<file path="config.mk">
export PLATFORM = sky130hd
export DESIGN_NAME = bitmap_scanout
export DESIGN_NICKNAME = d
export VERILOG_FILES = /design/src/rtl/bitmap_scanout.sv
export SDC_FILE = /design/constraint.sdc
export NUM_CORES = 1
export LEC_CHECK = 0
export ABC_AREA = 1
export BUFFER_PORTS_ARGS = -buffer_cell sky130_fd_sc_hd__buf_2
export CAP_MARGIN = 20
export CORE_MARGIN = 2
export CORE_UTILIZATION = 45
export CTS_BUF_LIST = sky130_fd_sc_hd__clkbuf_16
export CTS_CLUSTER_DIAMETER = 150
export DETAILED_ROUTE_END_ITERATION = 16
export GPL_ROUTABILITY_DRIVEN = 0
export PLACE_DENSITY = 0.75
export SYNTH_ARGS = -nofsm -noshare
export SYNTH_HDL_FRONTEND = slang
export SYNTH_SLANG_ARGS = --single-unit
</file>
<file path="constraint.sdc">
create_clock -name clk -period 2.7 [get_ports clk]
set_input_delay 0.405 -clock clk [delete_from_list [all_inputs] [get_ports clk]]
set_output_delay 0.405 -clock clk [all_outputs]
set_load 0.01 [all_outputs]
</file>
<file path="src/rtl/bitmap_scanout.sv">
module bitmap_scanout #(
  parameter int PPB      = 8,
  parameter int BPL      = 14,
  parameter int ABYTES   = 8,
  parameter int LINES    = 262,
  parameter int ALINES   = 128,
  parameter int HS_START = 10,
  parameter int HS_LEN   = 2,
  parameter int VS_START = 200,
  parameter int VS_LEN   = 4
) (
  input  logic        clk,
  input  logic        rst_n,
  output logic        rd_en,
  output logic [9:0]  rd_addr,
  input  logic [7:0]  rd_data,
  output logic        pix,
  output logic        blank,
  output logic        hsync,
  output logic        vsync,
  output logic [8:0]  line_cnt,
  output logic [3:0]  byte_cnt
);
  localparam int PW = $clog2(PPB);
  localparam int BW = $clog2(BPL);
  localparam int LW = $clog2(LINES);
  localparam int AW = $clog2(ALINES * ABYTES);

  logic [PW-1:0]  pc;
  logic [BW-1:0]  bc;
  logic [LW-1:0]  lc;
  logic [PPB-1:0] sh;

  wire last_px   = pc == PW'(PPB - 1);
  wire last_byte = bc == BW'(BPL - 1);
  wire last_line = lc == LW'(LINES - 1);
  wire act_line  = lc < LW'(ALINES);
  wire fetch     = act_line && bc < BW'(ABYTES);
  wire disp      = act_line && bc != '0 && bc <= BW'(ABYTES);

  always_ff @(posedge clk) begin
    if (!rst_n) begin
      pc <= '0;
      bc <= '0;
      lc <= '0;
    end else begin
      pc <= last_px ? '0 : pc + 1'b1;
      if (last_px) begin
        bc <= last_byte ? '0 : bc + 1'b1;
        if (last_byte) lc <= last_line ? '0 : lc + 1'b1;
      end
    end
  end

  always_ff @(posedge clk) begin
    if (!rst_n)              sh <= '0;
    else if (fetch && last_px) sh <= rd_data;
    else                     sh <= {sh[PPB-2:0], 1'b0};
  end

  assign rd_en    = fetch && pc == '0;
  assign rd_addr  = AW'(lc) * AW'(ABYTES) + AW'(bc);
  assign pix      = disp && sh[PPB-1];
  assign blank    = !disp;
  assign hsync    = bc >= BW'(HS_START) && bc < BW'(HS_START + HS_LEN);
  assign vsync    = lc >= LW'(VS_START) && lc < LW'(VS_START + VS_LEN);
  assign line_cnt = lc;
  assign byte_cnt = bc;
endmodule

</file>
Yosys cells after proc, flatten, opt, wreduce, memory -nomap -nowiden
Cells that the tools add are included.
{"block": "totals", "regBits": 24, "in_bits": 10, "output_inout_bits": 28, "wordCells": 37}
{"block": "op_classes", "add_sub_neg": 4, "magnitude_cmp": 7, "eq_ne": 3, "muxes": 3, "n_bitwise": 1, "n_reduce_logical": 14}
{"op": "less-than comparator 9 x 8 -> 1 bit (second input constant)", "count": 2}
{"op": "adder 10 x 4 -> 10 bit", "count": 1}
{"op": "adder 9 x 1 -> 9 bit (second input constant)", "count": 1}
{"op": "equality test 9 bit (second input constant)", "count": 1}
{"op": "greater-or-equal comparator 9 x 8 -> 1 bit (second input constant)", "count": 1}
{"op": "2-to-1 mux 9 bit", "count": 1}
{"op": "logical AND 1 bit", "count": 8}
{"op": "less-than comparator 4 bit (second input constant)", "count": 2}
{"op": "2-to-1 mux 8 bit", "count": 1}
{"op": "adder 4 x 1 -> 4 bit (second input constant)", "count": 1}
{"op": "equality test 4 bit (second input constant)", "count": 1}
{"op": "greater-or-equal comparator 4 bit (second input constant)", "count": 1}
{"op": "less-or-equal comparator 4 bit (second input constant)", "count": 1}
{"op": "2-to-1 mux 4 bit", "count": 1}
{"op": "AND reduction 2 bit", "count": 2}
{"op": "nonzero test 4 bit", "count": 1}
{"op": "adder 3 x 1 -> 3 bit (second input constant)", "count": 1}
{"op": "equality test 3 bit (second input constant)", "count": 1}
{"op": "zero test 3 bit", "count": 1}
{"op": "OR reduction 2 bit", "count": 1}
{"op": "zero test 1 bit", "count": 1}
{"op": "NOT 1 bit", "count": 1}

Depth between registers and ports, before layout
Gate-level depths: netlist of run 1.
{"block": "depth", "word_depth": 4, "depth_mapped": 9, "ltp_nobuf": 8}

Least setup slack after synthesis of run 1
Ideal clock, no wire load.
{"block": "synth_timing", "path_type": "register to output", "startpoint": "reg lc[0], in the netlist line_cnt[0]", "endpoint": "out rd_addr[9]", "arrival_ns": 1.368, "required_time_ns": 2.295, "setup_slack_ns": 0.927, "path_stages_with_launch": 7, "n_path_buf": 0, "cell_sequence": "dfxtp_1 ha_1 ha_1 inv_1 nor2_1 nand2_1 xor2_1"}
{"block": "synth_via", "elab_chain_cells": 1}
{"item": "from (decl)", "line_no": "31", "text": "logic [LW-1:0] lc;"}
{"item": "from (signal assigned)", "line_no": "50", "text": "if (last_byte) lc <= last_line ? '0 : lc + 1'b1;"}
{"item": "adder 10 x 4 -> 10 bit", "line_no": "62", "text": "assign rd_addr = AW'(lc) * AW'(ABYTES) + AW'(bc);"}
{"item": "to (decl)", "line_no": "15", "text": "output logic [9:0] rd_addr,"}
No other way between the ends.

Worst setup path after layout of run 1
Ends and elaborated chain as after synthesis.

==> results of run 1 <==
## synthesized netlist by cell type (all sizes together) (2+ instances only)
cell	n	area share
a21oi	6	0.022
buf	5	0.031
dfxtp	24	0.36
ha	8	0.075
inv	29	0.081
nand2	38	0.12
nand3	13	0.052
nand4	4	0.019
nor2	39	0.13
nor3	2	0.0075
o21ai	15	0.056
xor2	5	0.033
## through the flow
stage	instances	area (um2)
2_1_floorplan	192	1340
3_3_place_gp	254	1519
3_5_place_dp	254	1519
4_1_cts	258	1624
5_1_grt	258	1624
6_report	258	1624
## worst paths after layout
check	to	slack, ns	depth (start not counted)
setup reg to reg	line_cnt[3]	1.19	7
setup / recovery	rd_addr[9]	0.54	7
hold reg to reg	pc[0]	0.45	1
hold / removal	sh[6]	0.37	3
## state kept, by name, indices dropped and copies added, names as in the netlist
signal / cells
pc: 3
sh: 8
byte_cnt: 4
line_cnt: 9
## power groups by stage
stage / registers [uW] / logic, uW / clock network [uW]
6_report: 361 / 28.1 / 419
5_1_grt: 362 / 32.7 / 449
4_1_cts: 361 / 28.6 / 427
3_5_place_dp: 369 / 28.4 / 0
3_3_place_gp: 369 / 28.3 / 0
2_1_floorplan: 369 / 16.8 / 0
## routing by layer
layer  up-vias  GRT usage
met4         0    0.09091
met3         6    0.03297
met5         -          0
met1       542     0.2336
met2        32     0.2825
li1        665          -
## final cells by class
type	count	share of cell area
Clock inverter	1	0.01849
Multi-Input combinational cell	132	0.4322
Timing Repair Buffer	37	0.1140
Clock buffer	3	0.04622
Sequential cell	24	0.2958
Inverter	30	0.06934
Tap cell	31	0.02388
## worst reg2reg max path, cell delays in order, from the launching register on
cell     delay [ns]
dfxtp_1        0.35
ha_1           0.16
ha_1           0.22
nand3_2        0.11
nor2_4         0.26
nand2_1        0.09
nand2_1        0.15
nor2_1         0.07
## logic make-up after synthesis
logic type | after synthesis | synth area share
xor gates and xnor gates | 5 | 0.03268
buffers and inverters | 36 | 0.1176
AOI/OAI and AO/OA | 21 | 0.07843
DFF | 24 | 0.3585
and+or+nand+nor | 98 | 0.3380
adders and majority gates | 8 | 0.07470
==> results.md, run 1 <==
* Drt total wl at 2766 um
* DR WL/cell at 10.72 um
* Vias in the first global route at 1061
* Via Count at 1245
* Crit path time final at 2.161 ns
* Place WS at 0.8293 ns
* CP Data Arrival Time at 1.76 ns
* RSZ-0062 raised after global routing: no
* Syn Inst Count at 192
* Most common cell after layout, fill and taps aside: buf_2
* Crit-path cells: ha_1 -> ha_1 -> inv_1 -> nor2_1 -> nand2_1 -> xor2_1 -> buf_2
* Mapped Area at 1340 um2
* Num CTS Buffers at 3
* Crit path launch: line_cnt[0]
* Outcome: completed
* DR top layer: met4
* Ant. Diodes at 0
* Die X at 58.57 um
* Hold Vio Cnt, Final at 0
* # Post-CTS Setup Buffers at 0
* Setup ws final at 0.5386 ns
* Library cells used by synthesis at 23
* Most frequent cells in the layout: buf_2 (37), nand2_1 (33), nor2_1 (32)
* Crit path buffers/inverters at 2
* Post-CTS sizing at 0
* Final nets at 246
* Antenna violations before repair at 0
* Core area at 2781 um2
* EDFF count, synth at 0
* CP max-delay cell: dfxtp_1
* Worst r2r src: pc[0]
* Die Ht at 58.57 um
* Met2 wire length at 1305 um
* Final Cycle Share at 0.8005
* Most used cell, CP: ha_1
* Pleak at 0.0007987 uW
* Root buf cell: clkbuf_16
* Asr flop ratio synth at 0
* Endpoint class of the critical path: output pin
* Clk sinks at 24
* Synth Register Bits at 24
* CTS tree: built
* Met1 wire length at 1276 um
* Post-detail-place hpwl at 2003 um
* Post-Syn Nets at 210
* Fin util at 0.5839
* Hold Crit Class: primary input to flop
* Register Area at 480.5 um2
* # fillers at 264
* Layout area overhead at 21.20%
* Int Pwr at 665.9 uW
* Switching Share at 0.1761
* Worst Min Path Start: rd_data[6]
* Post-DRT Antenna Nets at 0
* Finish-stage setup viols at 0
* Crit start category: flop
* Share of cells above drive strength 1 at 0.2467
* GRT Util Overall at 0.1788
* CTS Hold Bufs at 0
* Final total power at 808.3 uW
* CTS H-tree lvls at 1
* DRT Pass-1 Iters at 4
* Sw power at 142.4 uW
* Slew @ Worst Pin at 0.2967 ns
* Multi-input logic area at 701.9 um2
* Crit-path max cell delay at 0.48 ns
* Longest Clk Path Bufs at 2
* Initial DRC Count at 43
* Full die area at 3430 um2
* Max Cap Viol at 0
* Seq/Total Area, Yosys at 0.3585
* Setup TNS at 0 ns
* Post-synthesis average cell area at 6.979 um2
* Max Slew Vio Count at 0
* Clock Skews at 0.002475 ns
* Comb power frac at 0.035
* Fin Hold WS at 0.3660 ns
* CP required at 2.30 ns
* Rel. slew slack at 0.8019
* First-pass GRT wire length at 4636 um
* IO Port Bufs at 37
* FMAX at 462.7 MHz
* Ys flop type: dfxtp_1
* Clock-pin slew on the worst setup and hold paths at 0.06 ns
* Sequential power share at 0.447
* Total grt overflow at 0
* Largest delay share family, worst path: flip-flops
* Standard-cell row count at 19
* DR WL met3 at 125 um
* Initial Utilization at 0.4818
* Clock latency on the worst-skew pair at 0.26 ns
* Ys Warns at 0
* Clock power frac at 0.518
* Largest net degree at the start of global routing at 15
* Power Dens Cells at 497.7 nW/um2
* Final routed DRC violation total at 0
* Avg Vias per Cell at 4.826
* Setup CP Type: flop to output pin
* I/O Pins at 38
* CP Max Fanout at 9
* Worst VDD drop at 340.8 uV
No activity file was read; power rests on OpenSTA's default activity.
==> run 2, diff against run 1 <==
- ABC_AREA: 1 -> 0
- clock period: 2.7 -> 2.11 ns (I/O delays scaled with it)
==> run 2 against run 1 <==
Compared with the run above: design area shrank 6.4%; clock-buffer cell count unchanged; clock power fell by 4%; sequential share of layout area grew 2.0 points; critical endpoint unchanged; die area down 4.7%; critical path depth is 2 lower; combinational power increased by 28%; largest cell class unchanged; utilization down 2.3 points.
==> results.md, run 2 <==
* Max Cap Viol at 0
* Root buf cell: clkbuf_16
* Synth Register Bits at 24
* IO Port Bufs at 37
* Hold EP: sh[0]
* FMAX at 531.1 MHz
* Clock latency on the worst-skew pair at 0.26 ns
* Total grt overflow at 0
* CTS tree: built
* DR top layer: met4
* Area share of the leading cell type in the synthesized netlist at 0.3776
* Share of cells above drive strength 1 at 0.2514
* Mapped Area at 1272 um2
* Hold Crit Class: primary input to flop
* Layout Cells excl Fill at 210
* Avg Vias per Cell at 5.229
* Post-Syn Nets at 166
* DRT Pass-1 Iters at 4
* Core area at 2710 um2
* Power Dens Cells at 593.1 nW/um2
* DR WL met3 at 142 um
* Post-synthesis average cell area at 8.598 um2
* Largest register FFs at 9
* Die X at 57.18 um
* Worst reg-to-reg path cell count at 6
* Initial DRC Count at 26
* Yosys top cell by area: dfxtp_1
* Ys Warns at 0
* EDFF count, synth at 0
* Largest net degree at the start of global routing at 17
* Worst r2r src: pc[0]
* Worst Min Path Start: rd_data[0]
* Clock-pin slew on the worst setup and hold paths at 0.06 ns
* Clk sinks at 24
* Final nets at 198
* DR WL/cell at 12.05 um
* Rel. slew slack at 0.7310
* Seq/Total Area, Yosys at 0.3776
* Final routed DRC violation total at 0
* Ys flop type: dfxtp_1
* R2r endpoint: line_cnt[8]
* Asr flop ratio synth at 0
* Worst VDD drop at 465.7 uV
* Vias in the first global route at 1045
* Layout area overhead at 19.47%
* Standard-cell row count at 19
* Hold Vio Cnt, Final at 0
* Placed Instances at 206
* Antenna violations before repair at 0
* Ant. Diodes at 0
* Num CTS Buffers at 3
* Via Count at 1098
* # fillers at 254
* CP Data Arrival Time at 1.57 ns
* Finish-stage setup viols at 0
* Clock Skews at 0.002215 ns
* Syn Inst Count at 148
* Post-CTS sizing at 0
* Drt total wl at 2531 um
* Endpoint class of the critical path: output pin
* Pleak at 0.0006845 uW
* Slew @ Worst Pin at 0.4030 ns
* Top-count cell post-synth: dfxtp_1
* Place WS at 0.2599 ns
* Crit path time final at 1.883 ns
* Most common cell after layout, fill and taps aside: buf_2
* Crit start category: flop
* Setup TNS at 0 ns
* R2R setup slack at 0.23 ns
* Setup CP Type: flop to output pin
* Longest Clk Path Bufs at 2
* Full die area at 3269 um2
* First-pass GRT wire length at 4416 um
* Final Cycle Share at 0.8923
* CP Max Fanout at 7
* Post-DRT Antenna Nets at 0
* Die Ht at 57.18 um
* GRT Util Overall at 0.1718
* CTS Hold Bufs at 0
* Max Slew Vio Count at 0
* I/O Pins at 38
* Worst Hold Depth at 2
* Initial Utilization at 0.4695
* Outcome: completed
* Setup ws final at 0.2273 ns
* Most frequent cells in the layout: buf_2 (37), dfxtp_1 (24), nand2_1 (22)
* Met1 wire length at 1080 um
* RSZ-0062 raised after global routing: no
* Met2 wire length at 1264 um
* Area contributors post-synth: dfxtp_1 (38%), ha_1 (7.9%), nand2_1 (6.5%)
* Library cells used by synthesis at 32
* Top post-synthesis cells by count: dfxtp_1 (24), nand2_1 (22), nor2_1 (12), xnor2_1 (9), ha_1 (8)
* CP required at 1.79 ns
* CTS H-tree lvls at 1
* # Post-CTS Setup Buffers at 0
* Post-detail-place hpwl at 1898 um
## run 2: cell count changes after synthesis, sizes merged, moves of 3 or more
cell    change
nor2       -27
inv        -25
nand2      -16
o21ai      -11
nand3       -9
xnor2       +9
a21boi      +8
and3b       +4
and3        +3
buf         +3
nor2b       +3
nor3        +3
## run 2: area by class of cell
class                      instances  area (um2)  area share
multi-input combinational        109       714.4      0.4700
sequential                        24       480.5      0.3160
timing repair buffer              38       192.7      0.1267
clock buffer                       3       75.07     0.04938
tap                               31       38.79     0.02551
inverter                           4       15.01    0.009877
clock inverter                     1       3.754    0.002469
## run 2: worst max-delay path by stage
stage,slack (ns),end,from
2_1_floorplan,0.50,line_cnt[8],pc[0]
6_report,0.23,rd_addr[9],line_cnt[0]
4_1_cts,0.20,rd_addr[9],line_cnt[0]
3_5_place_dp,0.26,line_cnt[5],pc[0]
5_1_grt,0.01,line_cnt[8],pc[0]
3_3_place_gp,0.36,line_cnt[8],pc[0]
## run 2: power breakdown
part	internal (uW)	total, uW	switching (uW)
Sequential	459	462	3.31
Clock	253	404	151
Combinational	18.6	35.9	17.3
Total	730	902	171
## run 2: cells by family after synthesis
| family | count (synthesis) | synth area share |
|---|---|---|
| AO/OA/AOI/OAI | 17 | 0.08751 |
| AND/OR/NAND/NOR | 70 | 0.2989 |
| XOR/XNOR | 14 | 0.09636 |
| adder cells (fa/ha/maj) | 8 | 0.07867 |
| buffers and inverters | 15 | 0.06096 |
| flip-flops | 24 | 0.3776 |
## run 2: per-stage QoR
| stage | cell area, um2 | hold WS [ns] | utilization | total power, uW |
|---|---|---|---|---|
| after detailed placement | 1441 | 0.4420 | 0.5319 | 508.4 |
| after global routing | 1520 | 0.3067 | 0.5609 | 939.9 |
| final | 1520 | 0.2892 | 0.5609 | 901.7 |
| after CTS | 1520 | 0.2892 | 0.5609 | 912.8 |
| after global placement | 1441 | 0.4232 | 0.5319 | 506.3 |
| after floorplan | 1272 | 0.4206 | - | 492.0 |
## run 2: critical path, cell delays in order, from the launching register on
cell and delay, ns:
dfxtp_1 0.45, ha_1 0.23, ha_1 0.23, nand3_1 0.11, xnor2_1 0.15, buf_2 0.14
## run 2: metal layers
layer / up-vias / GRT usage
li1: 559 / -
met1: 500 / 0.2028
met2: 34 / 0.2989
met3: 5 / 0.03401
met4: 0 / 0.07973
met5: - / 0
